**config.mk**
```make
export PLATFORM = sky130hd
export DESIGN_NAME = act_timing_guard
export DESIGN_NICKNAME = d
export VERILOG_FILES = /design/src/rtl/act_timing_pkg.sv /design/src/rtl/act_cmd_decode.sv /design/src/rtl/act_down_ctr.sv /design/src/rtl/act_bank_slot.sv /design/src/rtl/act_post_line.sv /design/src/rtl/act_timing_guard.sv
export SDC_FILE = /design/constraint.sdc
export NUM_CORES = 1
export LEC_CHECK = 0
export ABC_AREA = 0
export BUFFER_PORTS_ARGS = -buffer_cell sky130_fd_sc_hd__buf_2
export CORE_AREA = 5 5 115 171
export DETAILED_ROUTE_END_ITERATION = 10
export DIE_AREA = 0 0 120 176
export PLACE_DENSITY = 0.72
export SYNTH_ARGS = -nofsm -noshare
export SYNTH_HDL_FRONTEND = slang
export SYNTH_SLANG_ARGS = --single-unit
```
**constraint.sdc**
```tcl
create_clock -name clk -period 3.6 [get_ports clk]
set_input_delay 0.54 -clock clk [delete_from_list [all_inputs] [get_ports clk]]
set_output_delay 0.54 -clock clk [all_outputs]
set_load 0.005 [all_outputs]
```
**src/rtl/act_timing_pkg.sv**
```systemverilog
package act_timing_pkg;

   typedef enum logic [2:0] {
      VC_NONE     = 3'd0,
      VC_ACT_OPEN = 3'd1,
      VC_TRC      = 3'd2,
      VC_TRP      = 3'd3,
      VC_TRRD     = 3'd4,
      VC_TRAS     = 3'd5,
      VC_TRCD     = 3'd6,
      VC_CLOSED   = 3'd7
   } viol_e;

   typedef enum logic [2:0] {
      BC_IDLE,
      BC_ACT,
      BC_PRE,
      BC_RD,
      BC_WR
   } bus_cmd_e;

endpackage

```
**src/rtl/act_cmd_decode.sv**
```systemverilog
module act_cmd_decode
   import act_timing_pkg::*;
(
   input  logic     cs_n,
   input  logic     ras_n,
   input  logic     cas_n,
   input  logic     we_n,
   output bus_cmd_e cmd
);
   always_comb begin
      cmd = BC_IDLE;
      if (!cs_n) begin
         case ({ras_n, cas_n, we_n})
            3'b011:  cmd = BC_ACT;
            3'b010:  cmd = BC_PRE;
            3'b101:  cmd = BC_RD;
            3'b100:  cmd = BC_WR;
            default: cmd = BC_IDLE;
         endcase
      end
   end
endmodule

```
**src/rtl/act_down_ctr.sv**
```systemverilog
module act_down_ctr #(
   parameter int W = 6
) (
   input  logic         clk,
   input  logic         rst,
   input  logic         load,
   input  logic [W-1:0] span,
   output logic         expired
);
   logic [W-1:0] cnt_q;

   always_ff @(posedge clk) begin
      if (rst)
         cnt_q <= '0;
      else if (load)
         cnt_q <= (span == '0) ? '0 : span - W'(1);
      else if (cnt_q != '0)
         cnt_q <= cnt_q - W'(1);
   end

   assign expired = (cnt_q == '0);
endmodule

```
**src/rtl/act_bank_slot.sv**
```systemverilog
module act_bank_slot #(
   parameter int ROW_W = 14,
   parameter int CNT_W = 6
) (
   input  logic             clk,
   input  logic             rst,
   input  logic             do_act,
   input  logic             do_pre,
   input  logic [ROW_W-1:0] row_in,
   input  logic [CNT_W-1:0] t_rcd,
   input  logic [CNT_W-1:0] t_ras,
   input  logic [CNT_W-1:0] t_rc,
   input  logic [CNT_W-1:0] t_rp,
   output logic             is_open,
   output logic [ROW_W-1:0] row_q,
   output logic             rcd_ok,
   output logic             ras_ok,
   output logic             rc_ok,
   output logic             rp_ok
);
   always_ff @(posedge clk) begin
      if (rst) begin
         is_open <= 1'b0;
         row_q   <= '0;
      end else if (do_act) begin
         is_open <= 1'b1;
         row_q   <= row_in;
      end else if (do_pre) begin
         is_open <= 1'b0;
      end
   end

   act_down_ctr #(.W(CNT_W)) u_rcd (.clk(clk), .rst(rst), .load(do_act), .span(t_rcd), .expired(rcd_ok));
   act_down_ctr #(.W(CNT_W)) u_ras (.clk(clk), .rst(rst), .load(do_act), .span(t_ras), .expired(ras_ok));
   act_down_ctr #(.W(CNT_W)) u_rc  (.clk(clk), .rst(rst), .load(do_act), .span(t_rc),  .expired(rc_ok));
   act_down_ctr #(.W(CNT_W)) u_rp  (.clk(clk), .rst(rst), .load(do_pre), .span(t_rp),  .expired(rp_ok));
endmodule

```
**src/rtl/act_post_line.sv**
```systemverilog
module act_post_line #(
   parameter int BANK_W = 2,
   parameter int MAX_AL = 5,
   parameter int AL_W   = 3
) (
   input  logic              clk,
   input  logic              rst,
   input  logic              push,
   input  logic [BANK_W-1:0] push_bank,
   input  logic [AL_W-1:0]   al,
   output logic              iss_v,
   output logic [BANK_W-1:0] iss_bank
);
   generate
      if (MAX_AL == 0) begin : g_direct
         assign iss_v    = push;
         assign iss_bank = push_bank;
      end else begin : g_line
         logic [AL_W-1:0]   al_eff;
         logic              v_q [MAX_AL];
         logic [BANK_W-1:0] b_q [MAX_AL];

         assign al_eff = (al > AL_W'(MAX_AL)) ? AL_W'(MAX_AL) : al;

         always_ff @(posedge clk) begin
            if (rst) begin
               for (int i = 0; i < MAX_AL; i++) begin
                  v_q[i] <= 1'b0;
                  b_q[i] <= '0;
               end
            end else begin
               for (int i = 0; i < MAX_AL; i++) begin
                  if (i == MAX_AL - 1) begin
                     v_q[i] <= 1'b0;
                  end else begin
                     v_q[i] <= v_q[i+1];
                     b_q[i] <= b_q[i+1];
                  end
                  if (push && al_eff != '0 && (int'(al_eff) - 1) == i) begin
                     v_q[i] <= 1'b1;
                     b_q[i] <= push_bank;
                  end
               end
            end
         end

         assign iss_v    = v_q[0] | (push && al_eff == '0);
         assign iss_bank = v_q[0] ? b_q[0] : push_bank;
      end
   endgenerate
endmodule

```
**src/rtl/act_timing_guard.sv**
```systemverilog
module act_timing_guard
   import act_timing_pkg::*;
#(
   parameter int BANK_W = 2,
   parameter int ROW_W  = 14,
   parameter int CNT_W  = 6,
   parameter int MAX_AL = 5,
   parameter int AL_W   = 3,
   localparam int NBANK = 1 << BANK_W
) (
   input  logic                   clk,
   input  logic                   rst,
   input  logic                   cs_n,
   input  logic                   ras_n,
   input  logic                   cas_n,
   input  logic                   we_n,
   input  logic [BANK_W-1:0]      bank_sel,
   input  logic [ROW_W-1:0]       row_addr,
   input  logic [CNT_W-1:0]       cfg_trcd,
   input  logic [CNT_W-1:0]       cfg_tras,
   input  logic [CNT_W-1:0]       cfg_trp,
   input  logic [CNT_W-1:0]       cfg_trc,
   input  logic [CNT_W-1:0]       cfg_trrd,
   input  logic [AL_W-1:0]        cfg_al,
   output logic [NBANK-1:0]       bank_open,
   output logic [NBANK*ROW_W-1:0] open_row,
   output logic                   viol,
   output logic [2:0]             viol_code
);
   generate
      if (ROW_W < 13 || ROW_W > 14) begin : g_bad_row
         $error("act_timing_guard: ROW_W must be 13 or 14");
      end
      if (BANK_W < 1) begin : g_bad_bank
         $error("act_timing_guard: BANK_W must be at least 1");
      end
      if (MAX_AL < 0 || MAX_AL > (1 << AL_W) - 1) begin : g_bad_al
         $error("act_timing_guard: MAX_AL must fit in AL_W bits");
      end
   endgenerate

   bus_cmd_e          cmd;
   logic              is_rw;
   logic              iss_v;
   logic [BANK_W-1:0] iss_bank;
   logic              act_ok;
   logic              rrd_ok;
   logic [BANK_W-1:0] last_bank_q;
   logic [NBANK-1:0]  rcd_ok, ras_ok, rc_ok, rp_ok;
   viol_e             iss_code, bus_code, code_n;
   logic              viol_q;
   logic [2:0]        code_q;

   act_cmd_decode u_dec (
      .cs_n(cs_n), .ras_n(ras_n), .cas_n(cas_n), .we_n(we_n), .cmd(cmd)
   );

   assign is_rw = (cmd == BC_RD) || (cmd == BC_WR);

   act_post_line #(.BANK_W(BANK_W), .MAX_AL(MAX_AL), .AL_W(AL_W)) u_post (
      .clk(clk), .rst(rst), .push(is_rw), .push_bank(bank_sel), .al(cfg_al),
      .iss_v(iss_v), .iss_bank(iss_bank)
   );

   assign act_ok = (cmd == BC_ACT) && !bank_open[bank_sel];

   for (genvar g = 0; g < NBANK; g++) begin : g_bank
      act_bank_slot #(.ROW_W(ROW_W), .CNT_W(CNT_W)) u_slot (
         .clk(clk), .rst(rst),
         .do_act(act_ok && bank_sel == BANK_W'(g)),
         .do_pre(cmd == BC_PRE && bank_sel == BANK_W'(g) && bank_open[g]),
         .row_in(row_addr),
         .t_rcd(cfg_trcd), .t_ras(cfg_tras), .t_rc(cfg_trc), .t_rp(cfg_trp),
         .is_open(bank_open[g]),
         .row_q(open_row[g*ROW_W +: ROW_W]),
         .rcd_ok(rcd_ok[g]), .ras_ok(ras_ok[g]), .rc_ok(rc_ok[g]), .rp_ok(rp_ok[g])
      );
   end

   act_down_ctr #(.W(CNT_W)) u_rrd (
      .clk(clk), .rst(rst), .load(act_ok), .span(cfg_trrd), .expired(rrd_ok)
   );

   always_ff @(posedge clk) begin
      if (rst)
         last_bank_q <= '0;
      else if (act_ok)
         last_bank_q <= bank_sel;
   end

   always_comb begin
      iss_code = VC_NONE;
      if (iss_v) begin
         if (!bank_open[iss_bank])
            iss_code = VC_CLOSED;
         else if (!rcd_ok[iss_bank])
            iss_code = VC_TRCD;
      end
   end

   always_comb begin
      bus_code = VC_NONE;
      case (cmd)
         BC_ACT: begin
            if (bank_open[bank_sel])
               bus_code = VC_ACT_OPEN;
            else if (!rc_ok[bank_sel])
               bus_code = VC_TRC;
            else if (!rp_ok[bank_sel])
               bus_code = VC_TRP;
            else if (!rrd_ok && last_bank_q != bank_sel)
               bus_code = VC_TRRD;
         end
         BC_PRE: begin
            if (bank_open[bank_sel] && !ras_ok[bank_sel])
               bus_code = VC_TRAS;
         end
         default: bus_code = VC_NONE;
      endcase
   end

   assign code_n = (iss_code != VC_NONE) ? iss_code : bus_code;

   always_ff @(posedge clk) begin
      if (rst) begin
         viol_q <= 1'b0;
         code_q <= 3'd0;
      end else begin
         viol_q <= (code_n != VC_NONE);
         code_q <= code_n;
      end
   end

   assign viol      = viol_q;
   assign viol_code = code_q;
endmodule

```
==> impl_table.tex, run 1 <==
\begin{tabular}{lr}
\hline
Metric & Value \\
\hline
\multicolumn{2}{l}{\textbf{STA}} \\
\quad Minimum setup slack in the final design & 1.020 ns \\
\quad RSZ-0062 raised after global routing & false \\
\quad Number of pins exceeding their max-slew limit in the final report & 0 \\
\quad Largest clock skew in the final design & 0.01680 ns \\
\quad Aggregate negative setup slack & 0 ns \\
\quad Max-slew headroom & 47.40\% \\
\quad Hold violation count in the final report & 0 \\
\quad Tmin final & 2.580 ns \\
\quad Fmax & 387.6 MHz \\
\quad Total of endpoints with negative setup slack in the final report & 0 \\
\quad Fin crit share & 71.67\% \\
\quad Transition at the pin with the smallest max-transition slack & 0.7871 ns \\
\multicolumn{2}{l}{\textbf{Layout}} \\
\quad Synth-to-layout area growth & 13.74\% \\
\quad Fraction of final layout cells with drive strength greater than 1 & 14.73\% \\
\quad Antenna diode instance count & 0 \\
\quad Total number of nets in the final design & 1,438 \\
\multicolumn{2}{l}{\textbf{Setup path}} \\
\quad Crit-path leading delay family & simple AND/OR/NAND/NOR gates \\
\quad Chain of cells forming the critical path & mux4\_2 -> nand3b\_1 -> nor3\_4 -> buf\_4 -> buf\_4 -> nand2\_1 -> a21oi\_1 \\
\quad Arr. time, crit path & 2.95 ns \\
\quad Standard cell with the maximum stage delay on the critical path & mux4\_2 \\
\quad Most frequent cell on the critical path & buf\_4 \\
\quad Required time reported for the critical path endpoint & 3.97 ns \\
\quad Launching element type of the critical path & flip-flop \\
\quad Type of destination of the critical path & flip-flop \\
\quad Count of buffering cells on the critical path with inverters included & 2 \\
\quad Longest individual stage delay on the worst path & 0.55 ns \\
\quad Crit Path Category & flip-flop to flip-flop \\
\quad Top fanout value on the critical path & 13 \\
\multicolumn{2}{l}{\textbf{Worst hold path}} \\
\quad Tightest Hold Check Type & input port to flip-flop \\
\multicolumn{2}{l}{\textbf{Placed design}} \\
\quad Placed wire-length estimate & 16,870 microns \\
\quad Number of buffers added on ports & 118 \\
\quad Final RePlAce weighted congestion & 0.8573 \\
\quad Setup slack at placement & 0.6720 ns \\
\multicolumn{2}{l}{\textbf{CTS}} \\
\quad Number of buffers added to fix hold violations after cts & 0 \\
\quad Max Buffers Root-to-Sink & 2 \\
\quad Post-CTS resize count & 0 \\
\quad Number of levels the H-tree was split into & 4 \\
\quad Post-CTS Setup Inserts & 0 \\
\quad CTS sink count & 183 \\
\quad Clock-pin slew on the worst setup and hold paths & 0.08 ns \\
\quad Clock tree from TritonCTS & yes \\
\quad Clk\_lat worst skew & 0.44 ns \\
\quad Number of CTS-inserted buffers & 17 \\
\quad Root buffer cell & clkbuf\_16 \\
\multicolumn{2}{l}{\textbf{Power and ir drop}} \\
\quad Net switching share of the total power & 40.41\% \\
\quad Power density over cell area & 839.1 nW/um\^{}2 \\
\quad Total net switching power & 3742 uW \\
\quad Logic pwr share & 46.7\% \\
\quad Power share of the clock group & 20.2\% \\
\quad Leakage power total & 0.004746 uW \\
\quad Sequential Power Share & 33.1\% \\
\quad Worst-case vdd ir drop & 0.4637 mV \\
\quad Cell internal pwr & 5520 uW \\
\multicolumn{2}{l}{\textbf{Synthesis}} \\
\quad Number of synthesized register bits & 183 \\
\quad Syn. warnings & 0 \\
\quad Synth Cell Area & 9704 sq um \\
\quad Flip-flop cell with the highest count after synthesis & dfxtp\_1 \\
\quad Top cells by count, synth & nand2\_1, nor2\_1, dfxtp\_1 \\
\quad Number of flops mapped to enable cells by yosys & 14 \\
\quad Top-count cell post-synth & nand2\_1 \\
\quad Distinct cells, synth & 60 \\
\quad Synthesized instance count & 1,237 \\
\quad Ranking of synthesized cells by area & dfxtp\_1, nand2\_1, a21oi\_1 \\
\quad Top cell type by total area after synthesis & dfxtp\_1 \\
\quad Portion of the post-synthesis area used by sequential elements & 39.20\% \\
\quad Avg Synthesized Cell Area & 7.845 sq um \\
\quad Share of the synthesized area in the top cell type & 34.86\% \\
\quad Async set or reset register ratio after synthesis & 0\% \\
\multicolumn{2}{l}{\textbf{Floorplanning}} \\
\quad Initial cell density of the core & 54.09\% \\
\quad Row cnt & 60 \\
\quad Die outline area & 21,120 sq um \\
\quad DIE WIDTH & 120 microns \\
\quad Floorplan die height & 176 microns \\
\quad Core area & 17,940 sq um \\
\quad Ports placed on the boundary & 119 \\
\multicolumn{2}{l}{\textbf{GRT}} \\
\quad Met1 usage in global routing & 26.51\% \\
\quad Total gr overflow & 0 \\
\quad Antenna violations before repair & 0 \\
\quad Met2 layer usage reported by global route & 40.91\% \\
\quad Number of global-route vias before repair & 8,189 \\
\quad Most Used Layer, Global Route & met2 \\
\quad Total global-route track usage & 22.69\% \\
\quad Wire length of the first global-routing pass & 39,160 microns \\
\quad Met3 capacity usage during global routing & 3.814\% \\
\quad Maximum number of pins on one net before global-route repair & 116 \\
\multicolumn{2}{l}{\textbf{Detailed routing}} \\
\quad Antenna-violating nets left & 0 \\
\quad DRC errors left & 0 \\
\quad Routed length per placed instance & 15.27 microns \\
\quad Total via count after detailed routing & 8,572 \\
\quad Via-per-instance ratio & 5.467 \\
\quad Iter 0 DRT Violations & 527 \\
\quad Initial DRT Pass Iterations & 5 \\
\quad Total wirelength of the detailed-routed design & 23,940 microns \\
\multicolumn{2}{l}{\textbf{Outcome}} \\
\quad Result of the run & complete, no violations \\
\multicolumn{2}{l}{\textbf{Run}} \\
\quad Count of max-cap constraint violations & 0 \\
\hline
\end{tabular}
## power groups by stage
stage	registers, uW	logic, uW	clock network (uW)
floorplan	2990	3700	0
global placement	3090	4180	0
detailed placement	3090	4270	0
CTS	3060	4330	1910
global route	3140	4960	2000
finish	3070	4320	1870
## per-stage QoR
step / area (sq um) / hold WS, ns / instances / total power, uW / utilization, %
final: 11040 / 0.3620 / 1568 / 9262 / 61.52
after global routing: 11040 / 0.3545 / 1568 / 10100 / 61.52
after CTS: 11040 / 0.3495 / 1568 / 9302 / 61.52
after detailed placement: 10430 / 0.4437 / 1536 / 7367 / 58.15
after global placement: 10430 / 0.4391 / 1536 / 7266 / 58.15
after floorplan: 9746 / 0.4478 / 1248 / 6694 / -
## final cells by class
class | instances | area (sq um)
Sequential cell | 183 | 3804
Fill cell | 1617 | 6904
Inverter | 55 | 206.4
Clock buffer | 18 | 429.2
Tap cell | 217 | 271.5
Clock inverter | 14 | 176.4
Timing Repair Buffer | 133 | 718.2
Multi-Input combinational cell | 948 | 5433
## state kept, by name (all words and copies together) (netlist names), 3 cells and up
| signal | cells |
|---|---|
| g_bank.u_slot.is_open | 4 |
| g_bank.u_slot.row_q | 56 |
| g_bank.u_slot.u_ras.cnt_q | 24 |
| g_bank.u_slot.u_rc.cnt_q | 24 |
| g_bank.u_slot.u_rcd.cnt_q | 24 |
| g_bank.u_slot.u_rp.cnt_q | 24 |
| u_post.g_line.b_q | 10 |
| u_post.g_line.v_q | 5 |
| u_rrd.cnt_q | 6 |
| viol_code | 3 |
## path summary, 6_finish.rpt
check | start | endpoint | slack (ns) | cells past startpoint
hold / removal | row_addr[6] | g_bank[1].u_slot.row_q[6]$_SDFFE_PP0P_ | 0.36 | 3
setup / recovery | g_bank[3].u_slot.is_open$_SDFFE_PP0P_ | g_bank[0].u_slot.row_q[4]$_SDFFE_PP0P_ | 1.02 | 7
setup reg to reg | g_bank[3].u_slot.is_open$_SDFFE_PP0P_ | g_bank[0].u_slot.row_q[4]$_SDFFE_PP0P_ | 1.02 | 7
hold reg to reg | g_bank[1].u_slot.row_q[12]$_SDFFE_PP0P_ | g_bank[1].u_slot.row_q[12]$_SDFFE_PP0P_ | 0.45 | 2
## routing by layer
metal,wire length (microns),up-vias
met2,12210,204
met3,954,57
met5,0,-
met4,870,0
li1,-,4315
met1,9907,3996
## cells in the final DEF (no fill, tap or decap), types with 14 or more instances in the layout
| cell | n |
|---|---|
| buf_2 | 117 |
| ha_1 | 45 |
| edfxtp_1 | 14 |
| xnor2_1 | 61 |
| inv_1 | 54 |
| buf_4 | 15 |
| nand3_1 | 19 |
| nor3_1 | 80 |
| xor2_1 | 39 |
| dfxtp_1 | 169 |
| nor2_1 | 188 |
| o21ai_0 | 16 |
| a21oi_1 | 154 |
| nand2_1 | 206 |
| clkbuf_16 | 17 |
## cells by family (layout without fill, tap and decap cells)
logic type,Yosys count,count (layout),synth area share (%)
XOR/XNOR,100,100,9.025
flip-flops,183,183,39.20
buffers and inverters,117,220,5.312
AND/OR/NAND/NOR,565,565,26.21
multiplexers,23,23,3.081
adder cells (fa/ha/maj),45,45,5.802
AO/OA/AOI/OAI,203,203,11.33
other,1,12,0.03864
## worst reg2reg max path: cells and delay by family, from the launching register on
family	cells	cell delay [ns]
mux	1	0.55
flops	1	0.38
simple gates	3	0.96
buf+inv	2	0.49
compound gates	1	0.12
Note: power is estimated with default switching activity, not from simulation.
==> inputs of run 2 (changes only) <==
--- a/config.mk
+++ b/config.mk
@@ -5,12 +5,12 @@
 export SDC_FILE = /design/constraint.sdc
 export NUM_CORES = 1
 export LEC_CHECK = 0
-export ABC_AREA = 0
+export ABC_AREA = 1
 export BUFFER_PORTS_ARGS = -buffer_cell sky130_fd_sc_hd__buf_2
-export CORE_AREA = 5 5 115 171
+export CORE_AREA = 5 5 117 175
 export DETAILED_ROUTE_END_ITERATION = 10
-export DIE_AREA = 0 0 120 176
-export PLACE_DENSITY = 0.72
+export DIE_AREA = 0 0 122 180
+export PLACE_DENSITY = 0.73
 export SYNTH_ARGS = -nofsm -noshare
 export SYNTH_HDL_FRONTEND = slang
 export SYNTH_SLANG_ARGS = --single-unit
==> constraint.sdc (replaced) <==
create_clock -name clk -period 2.1 [get_ports clk]
set_input_delay 0.315 -clock clk [delete_from_list [all_inputs] [get_ports clk]]
set_output_delay 0.315 -clock clk [all_outputs]
set_load 0.005 [all_outputs]
==> run 2 against run 1 <==
Clock skew down 0.010 ns. Worst setup slack worse by 0.82 ns. Synthesized cell count up 8.9%. Final cell count up 13%. Sequential share of layout area down 1.4 points. Wire length up 3.4%. Worst hold slack worse by 0.20 ns. Largest cell class unchanged.
==> impl_table.tex, run 2 <==
\begin{tabular}{lr}
\hline
Metric & Value \\
\hline
\multicolumn{2}{l}{\textbf{STA}} \\
\quad Tmin final & 1.904 ns \\
\quad Number of pins exceeding their max-slew limit in the final report & 0 \\
\quad Fmax & 525.1 MHz \\
\quad Transition at the pin with the smallest max-transition slack & 0.8382 ns \\
\quad Hold violation count in the final report & 0 \\
\quad Fin crit share & 90.69\% \\
\quad Largest clock skew in the final design & 0.006494 ns \\
\quad Max-slew headroom & 43.53\% \\
\quad Total of endpoints with negative setup slack in the final report & 0 \\
\quad RSZ-0062 raised after global routing & false \\
\quad Aggregate negative setup slack & 0 ns \\
\multicolumn{2}{l}{\textbf{Run}} \\
\quad Count of max-cap constraint violations & 0 \\
\multicolumn{2}{l}{\textbf{CTS}} \\
\quad CTS sink count & 183 \\
\quad Max Buffers Root-to-Sink & 2 \\
\quad Post-CTS resize count & 0 \\
\quad Clk\_lat worst skew & 0.43 ns \\
\quad Post-CTS Setup Inserts & 0 \\
\quad Number of CTS-inserted buffers & 17 \\
\quad Number of levels the H-tree was split into & 4 \\
\quad Clock-pin slew on the worst setup and hold paths & 0.07 ns \\
\quad Clock tree from TritonCTS & yes \\
\quad Root buffer cell & clkbuf\_16 \\
\quad Number of buffers added to fix hold violations after cts & 0 \\
\multicolumn{2}{l}{\textbf{Power and ir drop}} \\
\quad Worst-case vdd ir drop & 0.5880 mV \\
\quad Power density over cell area & 1268 nW/um\^{}2 \\
\quad Leakage power total & 0.005563 uW \\
\multicolumn{2}{l}{\textbf{Synthesis}} \\
\quad Top cell type by total area after synthesis & dfxtp\_1 \\
\quad Async set or reset register ratio after synthesis & 0\% \\
\quad Syn. warnings & 0 \\
\quad Ranking of synthesized cells by area & dfxtp\_1, nand2\_1, inv\_1 \\
\quad Synthesized instance count & 1,347 \\
\quad Top cells by count, synth & nand2\_1, dfxtp\_1, inv\_1 \\
\quad Number of synthesized register bits & 183 \\
\quad Portion of the post-synthesis area used by sequential elements & 39.02\% \\
\quad Avg Synthesized Cell Area & 7.237 sq um \\
\quad Flip-flop cell with the highest count after synthesis & dfxtp\_1 \\
\quad Distinct cells, synth & 42 \\
\quad Top-count cell post-synth & nand2\_1 \\
\quad Share of the synthesized area in the top cell type & 34.71\% \\
\quad Number of flops mapped to enable cells by yosys & 14 \\
\quad Synth Cell Area & 9748 sq um \\
\multicolumn{2}{l}{\textbf{Setup path}} \\
\quad Arr. time, crit path & 2.21 ns \\
\quad Type of destination of the critical path & flip-flop \\
\quad Required time reported for the critical path endpoint & 2.41 ns \\
\quad Crit Path Category & flip-flop to flip-flop \\
\quad Top fanout value on the critical path & 16 \\
\quad Launching element type of the critical path & flip-flop \\
\multicolumn{2}{l}{\textbf{Layout}} \\
\quad Total number of nets in the final design & 1,598 \\
\quad Synth-to-layout area growth & 17.89\% \\
\quad Most common cell after layout, fill and taps aside & nand2\_1 \\
\quad Final Non-Filler Cells & 1,767 \\
\quad Largest register by flop count & g\_bank.u\_slot.row\_q \\
\quad Fraction of final layout cells with drive strength greater than 1 & 14.43\% \\
\quad Leading cell types in the layout, fill and taps excluded & nand2\_1, inv\_1, dfxtp\_1, nor2\_1 \\
\quad Antenna diode instance count & 0 \\
\quad Core utilization of the finished layout & 60.97\% \\
\quad Max FFs per register & 56 \\
\multicolumn{2}{l}{\textbf{Worst hold path}} \\
\quad Tightest Hold Check Type & input port to flip-flop \\
\multicolumn{2}{l}{\textbf{GRT}} \\
\quad Total gr overflow & 0 \\
\quad Maximum number of pins on one net before global-route repair & 47 \\
\quad Number of global-route vias before repair & 8,838 \\
\quad Antenna violations before repair & 0 \\
\quad Total global-route track usage & 22.76\% \\
\quad Wire length of the first global-routing pass & 40,990 microns \\
\multicolumn{2}{l}{\textbf{Floorplanning}} \\
\quad Floorplan die height & 180 microns \\
\quad DIE WIDTH & 122 microns \\
\quad Row cnt & 62 \\
\quad Ports placed on the boundary & 119 \\
\quad Initial cell density of the core & 51.71\% \\
\quad Core area & 18,850 sq um \\
\quad Die outline area & 21,960 sq um \\
\multicolumn{2}{l}{\textbf{Detailed routing}} \\
\quad Routed length per placed instance & 14.01 microns \\
\quad Total via count after detailed routing & 9,063 \\
\quad Total wirelength of the detailed-routed design & 24,750 microns \\
\quad Antenna-violating nets left & 0 \\
\quad DRC errors left & 0 \\
\quad Iter 0 DRT Violations & 529 \\
\quad Initial DRT Pass Iterations & 5 \\
\quad Via-per-instance ratio & 5.129 \\
\multicolumn{2}{l}{\textbf{Outcome}} \\
\quad Result of the run & complete, no violations \\
\multicolumn{2}{l}{\textbf{Placed design}} \\
\quad DP Cell Count & 1,735 \\
\quad Placed wire-length estimate & 18,920 microns \\
\quad Final RePlAce weighted congestion & 0.8986 \\
\quad Number of buffers added on ports & 118 \\
\hline
\end{tabular}
[run 2: per-stage QoR]
step / worst slack [ns] / total power [uW] / instance area [sq um] / hold WS (ns)
6_report: 0.1955 / 14570 / 11490 / 0.1661
4_1_cts: 0.1816 / 14630 / 11490 / 0.1492
5_1_grt: 0.05637 / 15760 / 11490 / 0.1651
3_5_place_dp: 0.07983 / 11210 / 10880 / 0.4511
3_3_place_gp: 0.1142 / 11040 / 10880 / 0.4489
2_1_floorplan: 0.3741 / 9917 / 9789 / 0.4569
[run 2: area by class of cell]
| cell class | count | area [sq um] |
|---|---|---|
| multi-input cells | 956 | 5107 |
| inverters | 175 | 656.9 |
| well taps | 256 | 320.3 |
| repair buffers | 165 | 993.5 |
| fillers | 1761 | 7358 |
| clock buffers | 20 | 446.7 |
| clock inverters | 12 | 163.9 |
| flip-flops and latches | 183 | 3804 |
[run 2: worst max-delay path, stage by stage (launching register included)]
cell and delay, ns:
dfxtp_1 0.34, inv_1 0.14, nor2_1 0.06, nor2_1 0.12, and3_1 0.31, nand2_2 0.26, buf_4 0.25, o21ai_0 0.23
a21oi_1 0.08
[run 2: logic make-up after synthesis]
| kind of cell | count (synthesis) | share of synthesized area (%) |
|---|---|---|
| compound gates | 242 | 14.53 |
| buf+inv | 219 | 9.010 |
| flops | 183 | 39.02 |
| simple gates | 576 | 24.32 |
| fa+ha+maj | 45 | 5.776 |
| other cells | 1 | 0.03847 |
| xor+xnor | 79 | 7.098 |
| mux | 2 | 0.2054 |
[run 2: power breakdown]
part,internal [uW],switching (uW),leakage (uW)
sequential,4430,601,0.00153
combinational,2700,3490,0.00374
clock,1930,1420,0.000298
[run 2: final timing paths]
path	start	end	slack, ns	depth (start not counted)
max	g_bank[1].u_slot.is_open$_SDFFE_PP0P_	g_bank[1].u_slot.u_ras.cnt_q[0]$_SDFFE_PP0P_	0.20	8
min	row_addr[8]	g_bank[1].u_slot.row_q[8]$_SDFFE_PP0P_	0.17	3
max reg2reg	g_bank[1].u_slot.is_open$_SDFFE_PP0P_	g_bank[1].u_slot.u_ras.cnt_q[0]$_SDFFE_PP0P_	0.20	8
min reg2reg	g_bank[2].u_slot.row_q[11]$_SDFFE_PP0P_	g_bank[2].u_slot.row_q[11]$_SDFFE_PP0P_	0.46	2
[run 2: metal layers]
metal | wire length, microns | up-vias | track usage, %
li1 | - | 4613 | -
met1 | 9527 | 4197 | 24.36
met2 | 13500 | 190 | 42.96
met3 | 876 | 63 | 3.585
met4 | 838 | 0 | 10.00
met5 | 0 | - | 0
